### src/rtl/tat_pkg.sv
package tat_pkg;
   // register byte addresses
   localparam int A_LONG = 'h00;
   localparam int A_FRAC = 'h04;
   localparam int A_LALM = 'h08;
   localparam int A_SRLD = 'h0C;
   localparam int A_CTRL = 'h10;
   // control register bit positions
   localparam int B_EN   = 0;
   localparam int B_LIE  = 1;
   localparam int B_SIE  = 2;
   localparam int B_BUSY = 3;
   localparam int B_RDY  = 4;
   localparam int B_RDYE = 5;
   localparam int B_LFLG = 6;
   localparam int B_SFLG = 7;
   localparam int B_WE   = 15;
endpackage

### src/rtl/tat_count.sv
module tat_count #(
   parameter int FRAC_W = 8,
   parameter int LONG_W = 32
) (
   input  logic              clk,
   input  logic              rst_n,
   input  logic              step_i,
   output logic [FRAC_W-1:0] frac_o,
   output logic [LONG_W-1:0] long_o,
   output logic              wrap_o
);
   generate
      if (FRAC_W < 1 || LONG_W < 1) begin : g_bad
         $error("tat_count: widths must be positive");
      end
   endgenerate

   assign wrap_o = step_i && (frac_o == {FRAC_W{1'b1}});

   always_ff @(posedge clk or negedge rst_n) begin
      if (!rst_n) begin
         frac_o <= '0;
         long_o <= '0;
      end else if (step_i) begin
         frac_o <= frac_o + 1'b1;
         if (wrap_o) long_o <= long_o + 1'b1;
      end
   end

   assert_carry_R5: assert property (@(posedge clk) disable iff (!rst_n)
      wrap_o |=> (frac_o == '0) && (long_o == $past(long_o) + 1'b1));
   assert_hold_R4: assert property (@(posedge clk) disable iff (!rst_n)
      !step_i |=> $stable(frac_o) && $stable(long_o));
endmodule

### src/rtl/tat_short.sv
module tat_short #(
   parameter int RLD_W = 32
) (
   input  logic             clk,
   input  logic             rst_n,
   input  logic             step_i,
   input  logic             load_i,
   input  logic [RLD_W-1:0] load_val_i,
   output logic [RLD_W-1:0] rld_o,
   output logic             roll_o
);
   generate
      if (RLD_W < 2) begin : g_bad
         $error("tat_short: RLD_W must be at least 2");
      end
   endgenerate

   logic [RLD_W-1:0] cnt;

   assign roll_o = step_i && (rld_o != '0) && (cnt < RLD_W'(2));

   always_ff @(posedge clk or negedge rst_n) begin
      if (!rst_n) begin
         rld_o <= '0;
         cnt   <= '0;
      end else if (load_i) begin
         rld_o <= load_val_i;
         cnt   <= load_val_i;
      end else if (step_i && (rld_o != '0)) begin
         cnt <= (cnt < RLD_W'(2)) ? rld_o : cnt - 1'b1;
      end
   end

   assert_count_bound_R8: assert property (@(posedge clk) disable iff (!rst_n)
      cnt <= rld_o);
endmodule

### src/rtl/tat_ctrl.sv
module tat_ctrl #(
   parameter int BUSY_CYC = 3
) (
   input  logic clk,
   input  logic rst_n,
   input  logic wr_i,
   input  logic en_w,
   input  logic lie_w,
   input  logic sie_w,
   input  logic rdye_w,
   input  logic we_w,
   output logic busy_o,
   output logic en_o,
   output logic lie_o,
   output logic sie_o,
   output logic rdye_o,
   output logic we_o
);
   localparam int CNT_W = $clog2(BUSY_CYC + 1);

   generate
      if (BUSY_CYC < 1) begin : g_bad
         $error("tat_ctrl: BUSY_CYC must be at least 1");
      end
   endgenerate

   logic [CNT_W-1:0] bcnt;
   logic en_p, lie_p, sie_p;

   assign busy_o = (bcnt != '0);

   always_ff @(posedge clk or negedge rst_n) begin
      if (!rst_n) begin
         bcnt   <= CNT_W'(BUSY_CYC);
         en_p   <= 1'b0;
         lie_p  <= 1'b0;
         sie_p  <= 1'b0;
         en_o   <= 1'b0;
         lie_o  <= 1'b0;
         sie_o  <= 1'b0;
         rdye_o <= 1'b0;
         we_o   <= 1'b0;
      end else if (wr_i) begin
         bcnt   <= CNT_W'(BUSY_CYC);
         we_o   <= we_w;
         rdye_o <= rdye_w;
         lie_p  <= lie_w;
         sie_p  <= sie_w;
         if (we_o && !busy_o) en_p <= en_w;
      end else if (busy_o) begin
         bcnt <= bcnt - 1'b1;
         if (bcnt == CNT_W'(1)) begin
            en_o  <= en_p;
            lie_o <= lie_p;
            sie_o <= sie_p;
         end
      end
   end

   assert_en_on_busy_fall_R2: assert property (@(posedge clk) disable iff (!rst_n)
      ({en_o, lie_o, sie_o} != $past({en_o, lie_o, sie_o})) |-> ($past(busy_o) && !busy_o));
endmodule

### src/rtl/tick_alarm_timer.sv
module tick_alarm_timer
   import tat_pkg::*;
#(
   parameter int DATA_W   = 32,
   parameter int ADDR_W   = 5,
   parameter int FRAC_W   = 8,
   parameter int LONG_W   = 32,
   parameter int LALM_W   = 20,
   parameter int RLD_W    = 32,
   parameter int BUSY_CYC = 3
) (
   input  logic              clk,
   input  logic              rst_n,
   input  logic              tick_i,
   input  logic              bus_sel_i,
   input  logic              bus_wr_i,
   input  logic [ADDR_W-1:0] bus_addr_i,
   input  logic [DATA_W-1:0] bus_wdata_i,
   output logic [DATA_W-1:0] bus_rdata_o,
   output logic              irq_o
);
   generate
      if (DATA_W < 16 || LONG_W > DATA_W || RLD_W > DATA_W || FRAC_W > DATA_W)
      begin : g_bad_w
         $error("tick_alarm_timer: register widths exceed data bus");
      end
      if (LALM_W > LONG_W || LALM_W < 1) begin : g_bad_a
         $error("tick_alarm_timer: LALM_W must be 1..LONG_W");
      end
      if (ADDR_W < 5) begin : g_bad_addr
         $error("tick_alarm_timer: ADDR_W too small for the map");
      end
   endgenerate

   logic wr, rd, wr_ctrl, wr_lalm, wr_srld;
   assign wr      = bus_sel_i && bus_wr_i;
   assign rd      = bus_sel_i && !bus_wr_i;
   assign wr_ctrl = wr && (bus_addr_i == ADDR_W'(A_CTRL));
   assign wr_lalm = wr && (bus_addr_i == ADDR_W'(A_LALM));
   assign wr_srld = wr && (bus_addr_i == ADDR_W'(A_SRLD));

   logic busy, en_a, lie_a, sie_a, rdye, we;

   tat_ctrl #(.BUSY_CYC(BUSY_CYC)) u_ctrl (
      .clk    (clk),
      .rst_n  (rst_n),
      .wr_i   (wr_ctrl),
      .en_w   (bus_wdata_i[B_EN]),
      .lie_w  (bus_wdata_i[B_LIE]),
      .sie_w  (bus_wdata_i[B_SIE]),
      .rdye_w (bus_wdata_i[B_RDYE]),
      .we_w   (bus_wdata_i[B_WE]),
      .busy_o (busy),
      .en_o   (en_a),
      .lie_o  (lie_a),
      .sie_o  (sie_a),
      .rdye_o (rdye),
      .we_o   (we)
   );

   logic step;
   assign step = tick_i && en_a;

   logic [FRAC_W-1:0] frac;
   logic [LONG_W-1:0] lng;
   logic              wrap;

   tat_count #(.FRAC_W(FRAC_W), .LONG_W(LONG_W)) u_count (
      .clk    (clk),
      .rst_n  (rst_n),
      .step_i (step),
      .frac_o (frac),
      .long_o (lng),
      .wrap_o (wrap)
   );

   logic [RLD_W-1:0] s_rld;
   logic             s_roll;

   tat_short #(.RLD_W(RLD_W)) u_short (
      .clk        (clk),
      .rst_n      (rst_n),
      .step_i     (step),
      .load_i     (wr_srld),
      .load_val_i (bus_wdata_i[RLD_W-1:0]),
      .rld_o      (s_rld),
      .roll_o     (s_roll)
   );

   // long alarm compare against the value the long counter is about to take
   logic [LALM_W-1:0] alarm;
   logic [LONG_W-1:0] long_nxt;
   logic              lcmp;
   assign long_nxt = lng + 1'b1;

   generate
      if (LALM_W < LONG_W) begin : g_cmp_slice
         assign lcmp = (long_nxt[LALM_W-1:0] == alarm);
      end else begin : g_cmp_full
         assign lcmp = (long_nxt == alarm);
      end
   endgenerate

   logic lflag, sflag, rdy, upd_d;

   always_ff @(posedge clk or negedge rst_n) begin
      if (!rst_n) begin
         alarm <= '0;
         lflag <= 1'b0;
         sflag <= 1'b0;
         rdy   <= 1'b0;
         upd_d <= 1'b0;
      end else begin
         upd_d <= step;
         if (wr_lalm) alarm <= bus_wdata_i[LALM_W-1:0];

         if (wrap && lcmp) lflag <= 1'b1;
         else if (wr_lalm || (wr_ctrl && !bus_wdata_i[B_LIE])) lflag <= 1'b0;

         if (s_roll) sflag <= 1'b1;
         else if (wr_srld || (wr_ctrl && !bus_wdata_i[B_SIE])) sflag <= 1'b0;

         if (step) rdy <= 1'b0;
         else if (upd_d) rdy <= 1'b1;
         else if (wr_ctrl && !bus_wdata_i[B_RDY]) rdy <= 1'b0;
      end
   end

   logic [DATA_W-1:0] ctrl_rd;
   always_comb begin
      ctrl_rd         = '0;
      ctrl_rd[B_EN]   = en_a;
      ctrl_rd[B_LIE]  = lie_a;
      ctrl_rd[B_SIE]  = sie_a;
      ctrl_rd[B_BUSY] = busy;
      ctrl_rd[B_RDY]  = rdy;
      ctrl_rd[B_RDYE] = rdye;
      ctrl_rd[B_LFLG] = lflag;
      ctrl_rd[B_SFLG] = sflag;
      ctrl_rd[B_WE]   = we;
   end

   always_ff @(posedge clk or negedge rst_n) begin
      if (!rst_n) begin
         bus_rdata_o <= '0;
      end else if (rd) begin
         case (bus_addr_i)
            ADDR_W'(A_LONG): bus_rdata_o <= DATA_W'(lng);
            ADDR_W'(A_FRAC): bus_rdata_o <= DATA_W'(frac);
            ADDR_W'(A_LALM): bus_rdata_o <= DATA_W'(alarm);
            ADDR_W'(A_SRLD): bus_rdata_o <= DATA_W'(s_rld);
            ADDR_W'(A_CTRL): bus_rdata_o <= ctrl_rd;
            default:         bus_rdata_o <= '0;
         endcase
      end
   end

   assign irq_o = (lflag && lie_a) || (sflag && sie_a) || (rdy && rdye);

   assert_rdy_low_after_step_R6: assert property (@(posedge clk) disable iff (!rst_n)
      step |=> !rdy);
   assert_rdy_set_after_update_R6: assert property (@(posedge clk) disable iff (!rst_n)
      ($past(step) && !step) |=> rdy);
   assert_sflag_needs_reload_R9: assert property (@(posedge clk) disable iff (!rst_n)
      $rose(sflag) |-> ($past(s_rld) != '0));
   assert_irq_quiet_R10: assert property (@(posedge clk) disable iff (!rst_n)
      (!lflag && !sflag && !rdy) |-> !irq_o);
endmodule

### config.mk
export PLATFORM = sky130hd
export DESIGN_NAME = tick_alarm_timer
export DESIGN_NICKNAME = d
export VERILOG_FILES = /design/src/rtl/tat_pkg.sv /design/src/rtl/tat_count.sv /design/src/rtl/tat_short.sv /design/src/rtl/tat_ctrl.sv /design/src/rtl/tick_alarm_timer.sv
export SDC_FILE = /design/constraint.sdc
export NUM_CORES = 1
export LEC_CHECK = 0
export ABC_AREA = 1
export BUFFER_PORTS_ARGS = -buffer_cell sky130_fd_sc_hd__buf_2
export CAP_MARGIN = 0
export CORE_MARGIN = 1
export CORE_UTILIZATION = 46
export DETAILED_ROUTE_END_ITERATION = 12
export PLACE_DENSITY = 0.75
export SETUP_SLACK_MARGIN = 0.02
export SLEW_MARGIN = 10
export SYNTH_ARGS = -nofsm -noshare
export SYNTH_HDL_FRONTEND = slang
export SYNTH_SLANG_ARGS = --single-unit
### constraint.sdc
create_clock -name clk -period 3.8 [get_ports clk]
set_clock_uncertainty 0.2 [all_clocks]
set_input_delay 0.57 -clock clk [delete_from_list [all_inputs] [get_ports clk]]
set_output_delay 0.57 -clock clk [all_outputs]
set_load 0.05 [all_outputs]
Word-level counts from Yosys, hierarchy flattened
Index checks and enable logic that the tools add are counted.
{ "op_classes": {"addsub": 4, "order_cmp": 1, "n_eq_ne": 7, "muxes": 13, "n_bitwise": 1, "reduce_logical": 37} }
{ "ops": {"columns": ["op", "n"], "rows": [
  ["$pmux W32 S5", 1],
  ["$mux W32", 3],
  ["$add A32 B1 Y32 const B", 1],
  ["$lt A32 B2 Y1 const B", 1],
  ["$reduce_bool A32 Y1", 1],
  ["$sub A32 B1 Y32 const B", 1],
  ["$eq A20 B20 Y1", 1],
  ["$logic_and A1 B1 Y1", 17],
  ["$eq A5 B4 Y1 const B", 2],
  ["$reduce_bool A2 Y1", 5],
  ["$add A8 B1 Y8 const B", 1],
  ["$eq A8 B8 Y1 const B", 1],
  ["$mux W1", 7],
  ["$eq A5 B3 Y1 const B", 1],
  ["$eq A5 B5 Y1 const B", 1],
  ["$logic_not A1 Y1", 5],
  ["$logic_not A5 Y1", 1],
  ["$logic_or A1 B1 Y1", 4],
  ["$mux W2", 2],
  ["$reduce_and A2 Y1", 2],
  ["$reduce_and A3 Y1", 1],
  ["$reduce_bool A3 Y1", 1],
  ["$eq A2 B1 Y1 const B", 1],
  ["$sub A2 B1 Y2 const B", 1],
  ["$not A1 Y1", 1]
]} }
{ "totals": {"regBits": 170, "input_bits": 42, "output_inout_bits": 33} }

Longest topological paths before layout
Gate-level depths: netlist of run 1.
{ "logic_depth": {"word_depth": 6, "ltp_mapped": 14, "depth_no_buf": 14} }

Hierarchy
Synthesis of run 1 repeated with hierarchy kept, for this count alone.
{ "unflattened": {"cells_unflattened": 1510, "hier_area_um2": 10625.2} }
{ "by_module_without_submodules": {"columns": ["module", "instances", "cells_each", "area_per_inst_um2", "seq_area_each_um2"], "rows": [
  ["tat_short", 1, 637, 4129.0, 1601.5],
  ["tick_alarm_timer", 1, 527, 3773.6, 1401.3],
  ["tat_count", 1, 296, 2272.2, 1001.0],
  ["tat_ctrl", 1, 50, 450.4, 252.7]
]} }

Worst setup path after synthesis of run 1
Ideal clock, no wire load.
{ "synth_timing": {"path_type": "input to register", "from": "input port bus_addr_i[0]", "to": "register u_short.cnt[14]", "setup_ps": 123, "arrival_time_ps": 1650, "path_slack_ps": 1827, "path_stages": 10, "n_path_buf": 2, "cell_sequence": "inv_1 > nand2_1 > inv_2 > nand4_2 > nor2_1 > buf_2 > buf_2 > a211oi_1 > o21ai_0 > nand2_1"} }
{ "synth_via": {"elab_chain_len": 3, "word_cells_on_any_way": 4, "cone_classes": "eq/ne: 1; mux: 1; reduce/logical: 2"} }
{ "synth_lines": {"columns": ["item", "line", "rtl"], "rows": [
  ["start: declaration", "tick_alarm_timer.sv:17", "input logic [ADDR_W-1:0] bus_addr_i,"],
  ["$eq A5 B4 Y1 *", "tick_alarm_timer.sv:40", "assign wr_srld = wr && (bus_addr_i == ADDR_W'(A_SRLD));"],
  ["$logic_and A1 B1 Y1 *", "tick_alarm_timer.sv:40", null],
  ["$mux W32 or $reduce_bool A2 Y1 (tied branches)", null, null],
  ["end signal: assignment", "tat_short.sv:28", "cnt <= load_val_i;"],
  ["end signal: assignment", "tat_short.sv:30", "cnt <= (cnt < RLD_W'(2)) ? rld_o : cnt - 1'b1;"],
  ["end: declaration", "tat_short.sv:18", "logic [RLD_W-1:0] cnt;"]
]} }
Mark *: on every way between the ends. The rest lies on a longest branch, timed or not.
A chain may end at the register's enable or synchronous reset.

Worst setup path in the final report of run 1
{ "layout_timing": {"from": "register u_count.frac_o[1]", "to": "register u_count.long_o[31]"} }
{ "layout_via": {"elab_chain_len": 3} }
{ "layout_lines": {"columns": ["item", "line", "rtl"], "rows": [
  ["start: declaration", "tat_count.sv:8", "output logic [FRAC_W-1:0] frac_o,"],
  ["start signal: assignment", "tat_count.sv:25", "frac_o <= frac_o + 1'b1;"],
  ["$eq A8 B8 Y1", "tat_count.sv:18", "assign wrap_o = step_i && (frac_o == {FRAC_W{1'b1}});"],
  ["$logic_and A1 B1 Y1", "tat_count.sv:18", null],
  ["$reduce_and A2 Y1 (no line)", null, null],
  ["end signal: assignment", "tat_count.sv:26", "if (wrap_o) long_o <= long_o + 1'b1;"],
  ["end: declaration", "tat_count.sv:9", "output logic [LONG_W-1:0] long_o,"]
]} }
Every way passes these cells.

==> impl_metrics.csv, run 1 <==
group,metric,value,unit
run_status,status,"finished clean",
critical_path,worst_r2r_path_depth,9,
clock_network,cts_made_buffers,17,
pwr,p_leak,5.381,nW
floorplan,start_util,46.92,%
sta,worst_slack,1.201,ns
floorplan,coreArea,0.02030,sq mm
placed_design,place_ws,1.119,ns
sta,rsz0062_at_grt,"false",
routing,drt-initial-drc-count,1007,
critical_path,setup.worst_path.class,"reg -> reg",
routing,wl_per_cell,16.81,um
placed_design,hpwl,19750,um
placed_design,place_inst,1598,
sta,setup_tns,0,ns
routing,first_pass_iters,6,
floorplan,num_rows,52,
logic_synthesis,syn_avg_cell_area,7.390,sq um
clock_network,clkSlewWorstSetupHoldPaths,0.07,ns
critical_path,cp_cell_sequence,"ha_1 -> nand4_2 -> nor2_4 -> inv_2 -> nor3_4 -> nand3_1 -> nor2_1 -> nand2_1 -> xor2_1",
clock_network,htree_levels,4,
cells_and_area,final_cell_area,0.01074,sq mm
logic_synthesis,async_flop_share,100.0,%
critical_path,worst-path-max-fanout,31,
clock_network,clk_path_buf_depth,2,
logic_synthesis,synth_common_cells,"399 x nand2_1, 168 x dfrtp_1, 139 x inv_1, 119 x nor2_1, 114 x o21ai_0",
critical_path,slowest_stage,"dfrtp_1",
placed_design,io_buffers,74,
logic_synthesis,yosysTopAreaCellShare,44.14,%
hold_path,hold_end,"u_short.rld_o[25]",
critical_path,r2r_slack,1.20,ns
sta,tightest_slew,0.8672,ns
logic_synthesis,synth_flop_cell,"dfrtp_1",
routing,viasPerCell,5.374,
cells_and_area,fin_cells,1631,
logic_synthesis,synth_top_area_cell,"dfrtp_1",
critical_path,arrival,2.73,ns
logic_synthesis,syn-cell-area,0.009525,sq mm
logic_synthesis,synth_seq_cells,170,
routing,vias,8765,
logic_synthesis,synth_edf_count,0,
hold_path,hold_path.class,"in -> reg",
routing,drtAntennaViolNets,0,
floorplan,ios,75,
routing,drcViolationCount,0,
cells_and_area,drive_above_1_share,11.61,%
cells_and_area,fin_nets,1395,
floorplan,die_h,145.9,um
logic_synthesis,yosysSeqAreaShare,44.69,%
critical_path,timing.rr.start,"u_count.frac_o[1]",
logic_synthesis,synth_nets,1336,
sta,fin_crit,2.599,ns
sta,fin_worst_hold_slack,0.1715,ns
hold_path,hold_start,"bus_wdata_i[25]",
clock_network,post-cts-setup-buffers,0,
run,max-cap-violations,0,
global_route,grt_pass1_vias,8494,
critical_path,r2r-end,"u_count.long_o[31]",
floorplan,fp.dieW,145.9,um
placed_design,gp_congestion,0.9045,
clock_network,cts.sinks,170,
global_route,grt_max_degree,104,
clock_network,tritoncts,"done",
global_route,antenna_found_initial,0,
critical_path,critPathRequiredTime,3.93,ns
routing,routed_wl,27420,um
sta,drv_slew,0,
critical_path,critPathCaptureType,"register",
global_route,grt_overflow_total,0,
cells_and_area,n_antenna_cell,0,
critical_path,startpoint_type,"register",
logic_synthesis,synthDistinctLibCells,42,
sta,finalCritPeriodShare,68.41,%
sta,hold_violations,0,
sta,relSlewSlack,42.12,%
critical_path,max_stage_delay,0.39,ns
logic_synthesis,synth.most_common_cell,"nand2_1",
logic_synthesis,yosys-top-cells-area,"dfrtp_1 44%, nand2_1 16%, o21ai_0 6.0%, inv_1 5.5%, nor2_1 4.7%",
sta,fmax,384.7,MHz
pwr,irDropWorstVdd,0.0003275,V
global_route,track_usage,27.13,%
logic_synthesis,syn_inst,1289,
floorplan,dieArea,0.02129,sq mm
cells_and_area,area_delta_synth_final,12.78,%
logic_synthesis,yosysWarnings,0,
clock_network,root_buffer,"clkbuf_16",
pwr,power.density,535.2,mW/mm^2
clock_network,clk_latency,0.44,ns
sta,setup_viol,0,
global_route,grt_pass1_wl,45180,um
placed_design,place_area,0.01012,sq mm
hold_path,min_path_cells,3,
-- where the power goes --
group | internal [W] | switching (W) | leakage [nW]
combinational | 0.000488 | 0.00102 | 3.02
sequential | 0.00212 | 0.000276 | 2.06
clock | 0.00105 | 0.000799 | 0.297
-- worst max-delay path: cells and delay by family (launching register included) --
kind	cells	cell delay, ns
simple gates	6	1.17
flops	1	0.39
buf+inv	1	0.32
fa+ha+maj	1	0.24
xor+xnor	1	0.14
-- timing repair --
action	in CTS	in global routing
hold endpoints to repair	51	0
gates resized for setup	0	0
hold buffers	1	0
-- how the worst max path moves through the flow --
stage,startpoint,end,slack (ns),cells after the start
after floorplan,lflag,irq_o,1.83,2
after global placement,tick_i,u_count.long_o[31],1.16,11
after detailed placement,tick_i,u_count.long_o[31],1.12,11
after CTS,u_count.frac_o[1],u_count.long_o[31],1.23,9
after global routing,u_count.frac_o[1],u_count.long_o[31],1.0,9
final,u_count.frac_o[1],u_count.long_o[31],1.20,9
-- cell type report --
cell class | instances | area [sq um]
fill | 1934 | 9557
multi-input combinational | 928 | 4509
sequential | 170 | 4257
inverter | 144 | 540.5
timing repair buffer | 87 | 489.2
clock buffer | 17 | 425.4
tap | 270 | 337.8
clock inverter | 15 | 183.9
-- per-layer routing --
layer	up-vias	part of all wire [%]	GRT usage, %
met2	324	47	43.66
li1	4286	-	-
met3	39	7.4	6.207
met1	4116	43	36.10
met5	-	0	0
met4	0	2.0	9.000
-- stage by stage --
step	power (W)	util [%]
2_1_floorplan	0.003450	-
3_3_place_gp	0.003861	49.87
3_5_place_dp	0.003896	49.87
4_1_cts	0.005751	52.92
5_1_grt	0.006076	52.92
6_report	0.005749	52.92
-- cells in the final DEF, fill, tap and decap left out, types with 10 or more instances in the layout --
cell type,netlist,routed
nor3_1,11,10
buf_2,20,73
nand3_1,72,72
a21oi_1,41,41
o22ai_1,17,17
nor2_1,119,118
o211ai_1,12,12
buf_4,4,11
nand4_1,19,19
nand2_1,399,399
o21ai_0,114,114
inv_1,139,139
xnor2_1,12,12
clkbuf_16,0,17
xor2_1,29,29
o21ai_1,13,13
dfrtp_1,168,168
-- flip-flops by register name, indices dropped and copies added, names as in the netlist, 2 cells and up --
| name | cells |
|---|---|
| alarm | 20 |
| bus_rdata_o | 32 |
| u_count.frac_o | 8 |
| u_count.long_o | 32 |
| u_ctrl.bcnt | 2 |
| u_short.cnt | 32 |
| u_short.rld_o | 32 |
-- cell families (layout without fill, tap and decap cells) --
family          after synthesis  count (layout)  share of synthesized area, %
fa+ha+maj                     5               5                        0.6568
xor+xnor                     42              42                         4.006
simple gates                656             656                         29.27
flops                       170             170                         44.69
mux                           1               1                        0.1182
buf+inv                     191             263                         8.105
compound gates              224             224                         13.16
(Power assumes the default switching activity.)
==> inputs of run 2 (changes only) <==
PLACE_DENSITY = 0.77   (was 0.75)
clock period = 2.3 ns   (was 3.8 ns; I/O delays follow)
==> impl_metrics.csv, run 2 (same netlist as run 1, synthesis figures left out) <==
group,metric,value,unit
run_status,status,"finished clean",
sta,rsz0062_at_grt,"true",
global_route,grt_overflow_total,0,
floorplan,die_h,145.9,um
placed_design,io_buffers,74,
routing,drt-initial-drc-count,1037,
floorplan,num_rows,52,
routing,drtAntennaViolNets,0,
cells_and_area,n_antenna_cell,0,
pwr,p_sw_share,35.46,%
clock_network,clkSlewWorstSetupHoldPaths,0.07,ns
clock_network,cts.sinks,170,
cells_and_area,final_cell_mix,"398 x nand2_1, 163 x dfrtp_1, 138 x inv_1",
sta,fin_worst_hold_slack,0.01406,ns
routing,routed_wl,27880,um
pwr,p_clk_share,31.2,%
sta,fin_crit,2.185,ns
clock_network,htree_levels,4,
pwr,switchingPower,0.003459,W
critical_path,r2r-end,"u_short.cnt[30]",
sta,finalCritPeriodShare,95.00,%
routing,first_pass_iters,6,
placed_design,gp_congestion,0.9213,
routing,viasPerCell,5.466,
global_route,grt_max_degree,64,
critical_path,setup.worst_path.class,"reg -> reg",
floorplan,coreArea,0.02030,sq mm
sta,setup_viol,0,
pwr,seqPwrFrac,40.8,%
critical_path,startpoint_type,"register",
global_route,grt_pass1_wl,44510,um
routing,wl_per_cell,16.60,um
cells_and_area,area_delta_synth_final,18.47,%
floorplan,start_util,46.92,%
floorplan,fp.dieW,145.9,um
critical_path,r2r_slack,0.11,ns
cells_and_area,final_common_cell,"nand2_1",
global_route,grt_pass1_vias,8507,
pwr,p_leak,5.624,nW
critical_path,worst_r2r_path_depth,12,
critical_path,worst-path-max-fanout,8,
placed_design,hpwl,20370,um
critical_path,arrival,2.36,ns
floorplan,ios,75,
cells_and_area,drive_above_1_share,14.90,%
sta,drv_slew,0,
global_route,antenna_found_initial,1,
clock_network,clk_path_buf_depth,2,
global_route,track_usage,26.83,%
clock_network,tritoncts,"done",
run,max-cap-violations,0,
sta,tightest_slew,0.9123,ns
routing,vias,9177,
floorplan,dieArea,0.02129,sq mm
critical_path,timing.rr.start,"u_short.cnt[8]",
routing,drcViolationCount,0,
cells_and_area,fin_nets,1443,
pwr,p_int,0.006296,W
clock_network,cts_made_buffers,17,
critical_path,crit_end,"u_short.cnt[30]",
pwr,power.density,864.4,mW/mm^2
sta,hold_violations,0,
pwr,power_frac_comb,28.0,%
sta,fmax,457.6,MHz
clock_network,root_buffer,"clkbuf_16",
critical_path,critPathCaptureType,"register",
pwr,irDropWorstVdd,0.0006123,V
sta,relSlewSlack,38.71,%
clock_network,clk_latency,0.44,ns
critical_path,critPathRequiredTime,2.47,ns
hold_path,hold_path.class,"in -> reg",
sta,setup_tns,0,ns
critical_path,startpoint,"u_short.cnt[8]",
run 2: cell count changes in the layout (fill, tap and decap cells not counted), sizes merged:
cell / previous run / this run
buf: 86 / 122
dlygate4sd3: 1 / 13
inv: 151 / 144
clkbuf: 17 / 22
bufinv: 3 / 4
clkinvlp: 2 / 3
run 2: area by class of cell:
class	instances	area [sq um]
Clock inverter	10	168.9
Tap cell	270	337.8
Multi-Input combinational cell	928	4589
Timing Repair Buffer	135	940.9
Clock buffer	22	444.2
Inverter	144	540.5
Fill cell	1884	9015
Sequential cell	170	4263
run 2: power groups by stage:
stage | combinational, W | sequential, W | clock [W]
finish | 0.00273 | 0.00398 | 0.00305
global route | 0.00304 | 0.00403 | 0.00317
CTS | 0.00264 | 0.00394 | 0.00306
detailed placement | 0.00260 | 0.00398 | 0
global placement | 0.00254 | 0.00397 | 0
floorplan | 0.00173 | 0.00397 | 0
run 2: per-layer routing:
layer | vias up | GRT usage (%) | part of all wire (%)
met3 | 67 | 4.420 | 7.0
met5 | - | 0 | 0
met4 | 0 | 11.58 | 3.0
met2 | 393 | 42.06 | 46
met1 | 4341 | 36.78 | 44
li1 | 4376 | - | -
run 2: worst min-delay path by stage:
stage	start	end	slack [ns]	cells after the start
2_1_floorplan	rst_n	alarm[0]	-0.15	0
3_5_place_dp	rst_n	u_ctrl.en_p	0.11	1
6_report	bus_wdata_i[12]	alarm[12]	0.01	3
4_1_cts	bus_wdata_i[22]	u_short.rld_o[22]	0.00009	3
5_1_grt	bus_wdata_i[22]	u_short.rld_o[22]	0.01	3
3_3_place_gp	rst_n	u_ctrl.en_p	0.11	1
run 2: worst max-delay path, stage by stage, from the launching register on:
cell     delay [ns]
dfrtp_2        0.44
nor2_4         0.15
nand2_1        0.11
nor2_2         0.13
nand4_2        0.12
nor2_4         0.24
inv_2          0.14
buf_4          0.19
o21ai_1        0.10
nand2_1        0.08
nand2_1        0.12
nand2_1        0.06
nand2_1        0.06
run 2: timing repair:
| action | 4_1_cts | 5_1_grt |
|---|---|---|
| setup endpoints to repair | 1 | 21 |
| hold endpoints to repair | 54 | 0 |
| buffers inserted | 1 | 9 |
| hold buffers | 13 | 0 |
| gates resized for setup | 1 | 29 |
| pin swaps | 0 | 6 |
run 2: through the flow:
stage	setup WS (ns)	instances	util, %	area, sq um	total power (W)
after global placement	0.05618	1624	51.08	10370	0.006509
final	0.1149	1679	55.59	11280	0.009755
after detailed placement	0.03335	1624	51.08	10370	0.006580
after CTS	0.03416	1670	54.78	11120	0.009643
after floorplan	0.4081	1289	-	9525	0.005700
after global routing	-0.007165	1679	55.59	11280	0.01025
==> inputs of run 3 (changes only) <==
--- a/config.mk
+++ b/config.mk
@@ -18,2 +18,3 @@
 export SYNTH_HDL_FRONTEND = slang
+export SYNTH_HIERARCHICAL = 1
 export SYNTH_SLANG_ARGS = --single-unit
==> constraint.sdc (replaced) <==
create_clock -name clk -period 1.8 [get_ports clk]
set_clock_uncertainty 0.2 [all_clocks]
set_input_delay 0.27 -clock clk [delete_from_list [all_inputs] [get_ports clk]]
set_output_delay 0.27 -clock clk [all_outputs]
set_load 0.01 [all_outputs]
==> impl_metrics.csv, run 3 <==
group,metric,value,unit
run_status,status,"complete, but fails checks",
run_status,violations,"setup timing",
routing,routed_wl,37860,um
global_route,busiest_layer,"met2",
logic_synthesis,syn_inst,1510,
clock_network,htree_levels,4,
logic_synthesis,synth_seq_cells,170,
sta,hold_violations,0,
logic_synthesis,synth_common_cells,"570 x nand2_1, 168 x dfrtp_1, 167 x nor2_1, 150 x inv_1, 86 x nand3_1",
placed_design,hpwl,23270,um
logic_synthesis,yosysWarnings,6,
global_route,grt_max_degree,78,
routing,viasPerCell,5.691,
critical_path,worst-path-max-fanout,6,
logic_synthesis,synth_top_area_cell,"dfrtp_1",
floorplan,num_rows,55,
global_route,grt_pass1_wl,57580,um
floorplan,die_h,154.0,um
global_route,use_met2,51.56,%
global_route,grtUsageMet1,37.84,%
critical_path,critPathRequiredTime,1.98,ns
routing,drt-initial-drc-count,1542,
logic_synthesis,synth_edf_count,0,
pwr,fin_total_pwr,0.01630,W
global_route,grt_overflow_total,0,
clock_network,tritoncts,"done",
floorplan,ios,75,
placed_design,io_buffers,74,
run,max-cap-violations,0,
pwr,power.density,1098,mW/mm^2
logic_synthesis,syn-cell-area,0.01063,sq mm
routing,vias,12050,
routing,wl_per_cell,17.88,um
cells_and_area,final_cell_mix,"518 x nand2_1, 182 x buf_4, 159 x dfrtp_1",
global_route,grt.met3_usage,5.130,%
cells_and_area,final_cell_area,0.01484,sq mm
placed_design,place_area,0.01263,sq mm
cells_and_area,fin_nets,1868,
cells_and_area,utilization,65.57,%
global_route,antenna_found_initial,0,
sta,drv_slew,0,
hold_path,hold_path.class,"in -> reg",
routing,first_pass_iters,7,
critical_path,startpoint_type,"register",
routing,drcViolationCount,0,
sta,relSlewSlack,75.25,%
sta,setup_viol,37,
logic_synthesis,syn_avg_cell_area,7.037,sq um
cells_and_area,final_common_cell,"nand2_1",
placed_design,place_ws,-0.2882,ns
placed_design,gp_congestion,0.9560,
clock_network,cts.sinks,170,
clock_network,cts_made_buffers,17,
sta,fin_crit,2.217,ns
logic_synthesis,synth.most_common_cell,"nand2_1",
critical_path,critPathCaptureType,"register",
logic_synthesis,yosys-top-cells-area,"dfrtp_1 40%, nand2_1 20%, nor2_1 5.9%, inv_1 5.3%, nand3_1 4.1%",
pwr,p_leak,7.711,nW
sta,fmax,451.1,MHz
sta,tightest_slew,0.3713,ns
clock_network,root_buffer,"clkbuf_16",
logic_synthesis,synth_flop_cell,"dfrtp_1",
cells_and_area,drive_above_1_share,30.06,%
cells_and_area,fillers,1673,
logic_synthesis,synth_nets,1558,
logic_synthesis,synthDistinctLibCells,44,
floorplan,start_util,46.93,%
critical_path,setup.worst_path.class,"reg -> reg",
logic_synthesis,yosysTopAreaCellShare,39.57,%
floorplan,dieArea,0.02371,sq mm
cells_and_area,n_antenna_cell,0,
floorplan,coreArea,0.02264,sq mm
sta,worst_slack,-0.4169,ns
cells_and_area,area_delta_synth_final,39.71,%
critical_path,arrival,2.40,ns
sta,rsz0062_at_grt,"true",
sta,finalCritPeriodShare,123.2,%
logic_synthesis,async_flop_share,100.0,%
floorplan,fp.dieW,154.0,um
global_route,track_usage,30.72,%
logic_synthesis,yosysSeqAreaShare,40.06,%
clock_network,clk_path_buf_depth,2,
routing,drtAntennaViolNets,0,
global_route,grt_pass1_vias,11490,
clock_network,clkSlewWorstSetupHoldPaths,0.08,ns
clock_network,clk_latency,0.44,ns
pwr,irDropWorstVdd,0.0008480,V
[run 3: repair_timing]
| item | in CTS | in global routing |
|---|---|---|
| cloned | 14 | 3 |
| setup buffers | 27 | 11 |
| resized for setup | 120 | 96 |
| hold endpoints to repair | 229 | 0 |
| pin swaps | 51 | 43 |
| hold buffers | 33 | 0 |
| endpoints found under the setup margin | 53 | 58 |
[run 3: worst max-delay path, cell delays in order (launching register included)]
cell and delay [ns]:
dfrtp_1 0.41, nor2_2 0.16, nand2_1 0.14, nor2_4 0.14, nand2_4 0.09, nor2_8 0.19
buf_12 0.14, inv_12 0.05, buf_6 0.13, nand2_1 0.11, nand3_1 0.14, nand2_1 0.12
nand2_2 0.06, nand2_1 0.06
[run 3: worst paths after layout]
path                       slack, ns  cells past startpoint            start         endpoint
setup / recovery               -0.42                     13  u_short/cnt[16]   u_short/cnt[7]
hold / removal                  0.08                      4           tick_i            upd_d
setup reg to reg               -0.42                     13  u_short/cnt[16]   u_short/cnt[7]
hold reg to reg                 0.28                      2  bus_rdata_o[16]  bus_rdata_o[16]
max in group asynchronous       0.68                      3            rst_n  u_short/cnt[27]
min in group asynchronous       0.10                      2            rst_n     u_ctrl/sie_p
[run 3: metrics by stage]
step | setup TNS, ns | hold WS (ns) | instances
6_report | -9.303 | 0.08356 | 2118
4_1_cts | -5.495 | 0.08462 | 2111
3_5_place_dp | -4.876 | -0.004371 | 2005
5_1_grt | -12.00 | 0.1002 | 2118
2_1_floorplan | -0.2583 | -0.2256 | 1510
3_3_place_gp | -3.690 | -0.01159 | 2005
[run 3: routing by layer]
layer / wire [um] / up-vias / part of all wire [%]
met1: 14320 / 5699 / 38
met5: 0 / - / 0
li1: - / 5404 / -
met2: 18060 / 758 / 48
met3: 3339 / 193 / 8.8
met4: 2138 / 0 / 5.6
[run 3: final cells by class]
| type | instances | area [sq um] | share of cell area, % |
|---|---|---|---|
| tap | 285 | 356.6 | 2.402 |
| sequential | 170 | 4268 | 28.75 |
| clock inverter | 13 | 133.9 | 0.9019 |
| multi-input combinational | 1143 | 6157 | 41.48 |
| clock buffer | 19 | 452.9 | 3.051 |
| timing repair buffer | 328 | 2853 | 19.22 |
| inverter | 160 | 623.1 | 4.198 |
[run 3: cell families after synthesis]
family          synth area share, %
compound gates                9.220
xor+xnor                      3.026
fa+ha+maj                    0.7065
buf+inv                       8.019
flops                         40.06
mux                           1.342
simple gates                  37.62
[run 3: power by group]
part	internal (W)	leakage, nW	switching [W]
logic	0.00326	5.28	0.00438
clock network	0.00202	0.285	0.00173
registers	0.00440	2.15	0.000504
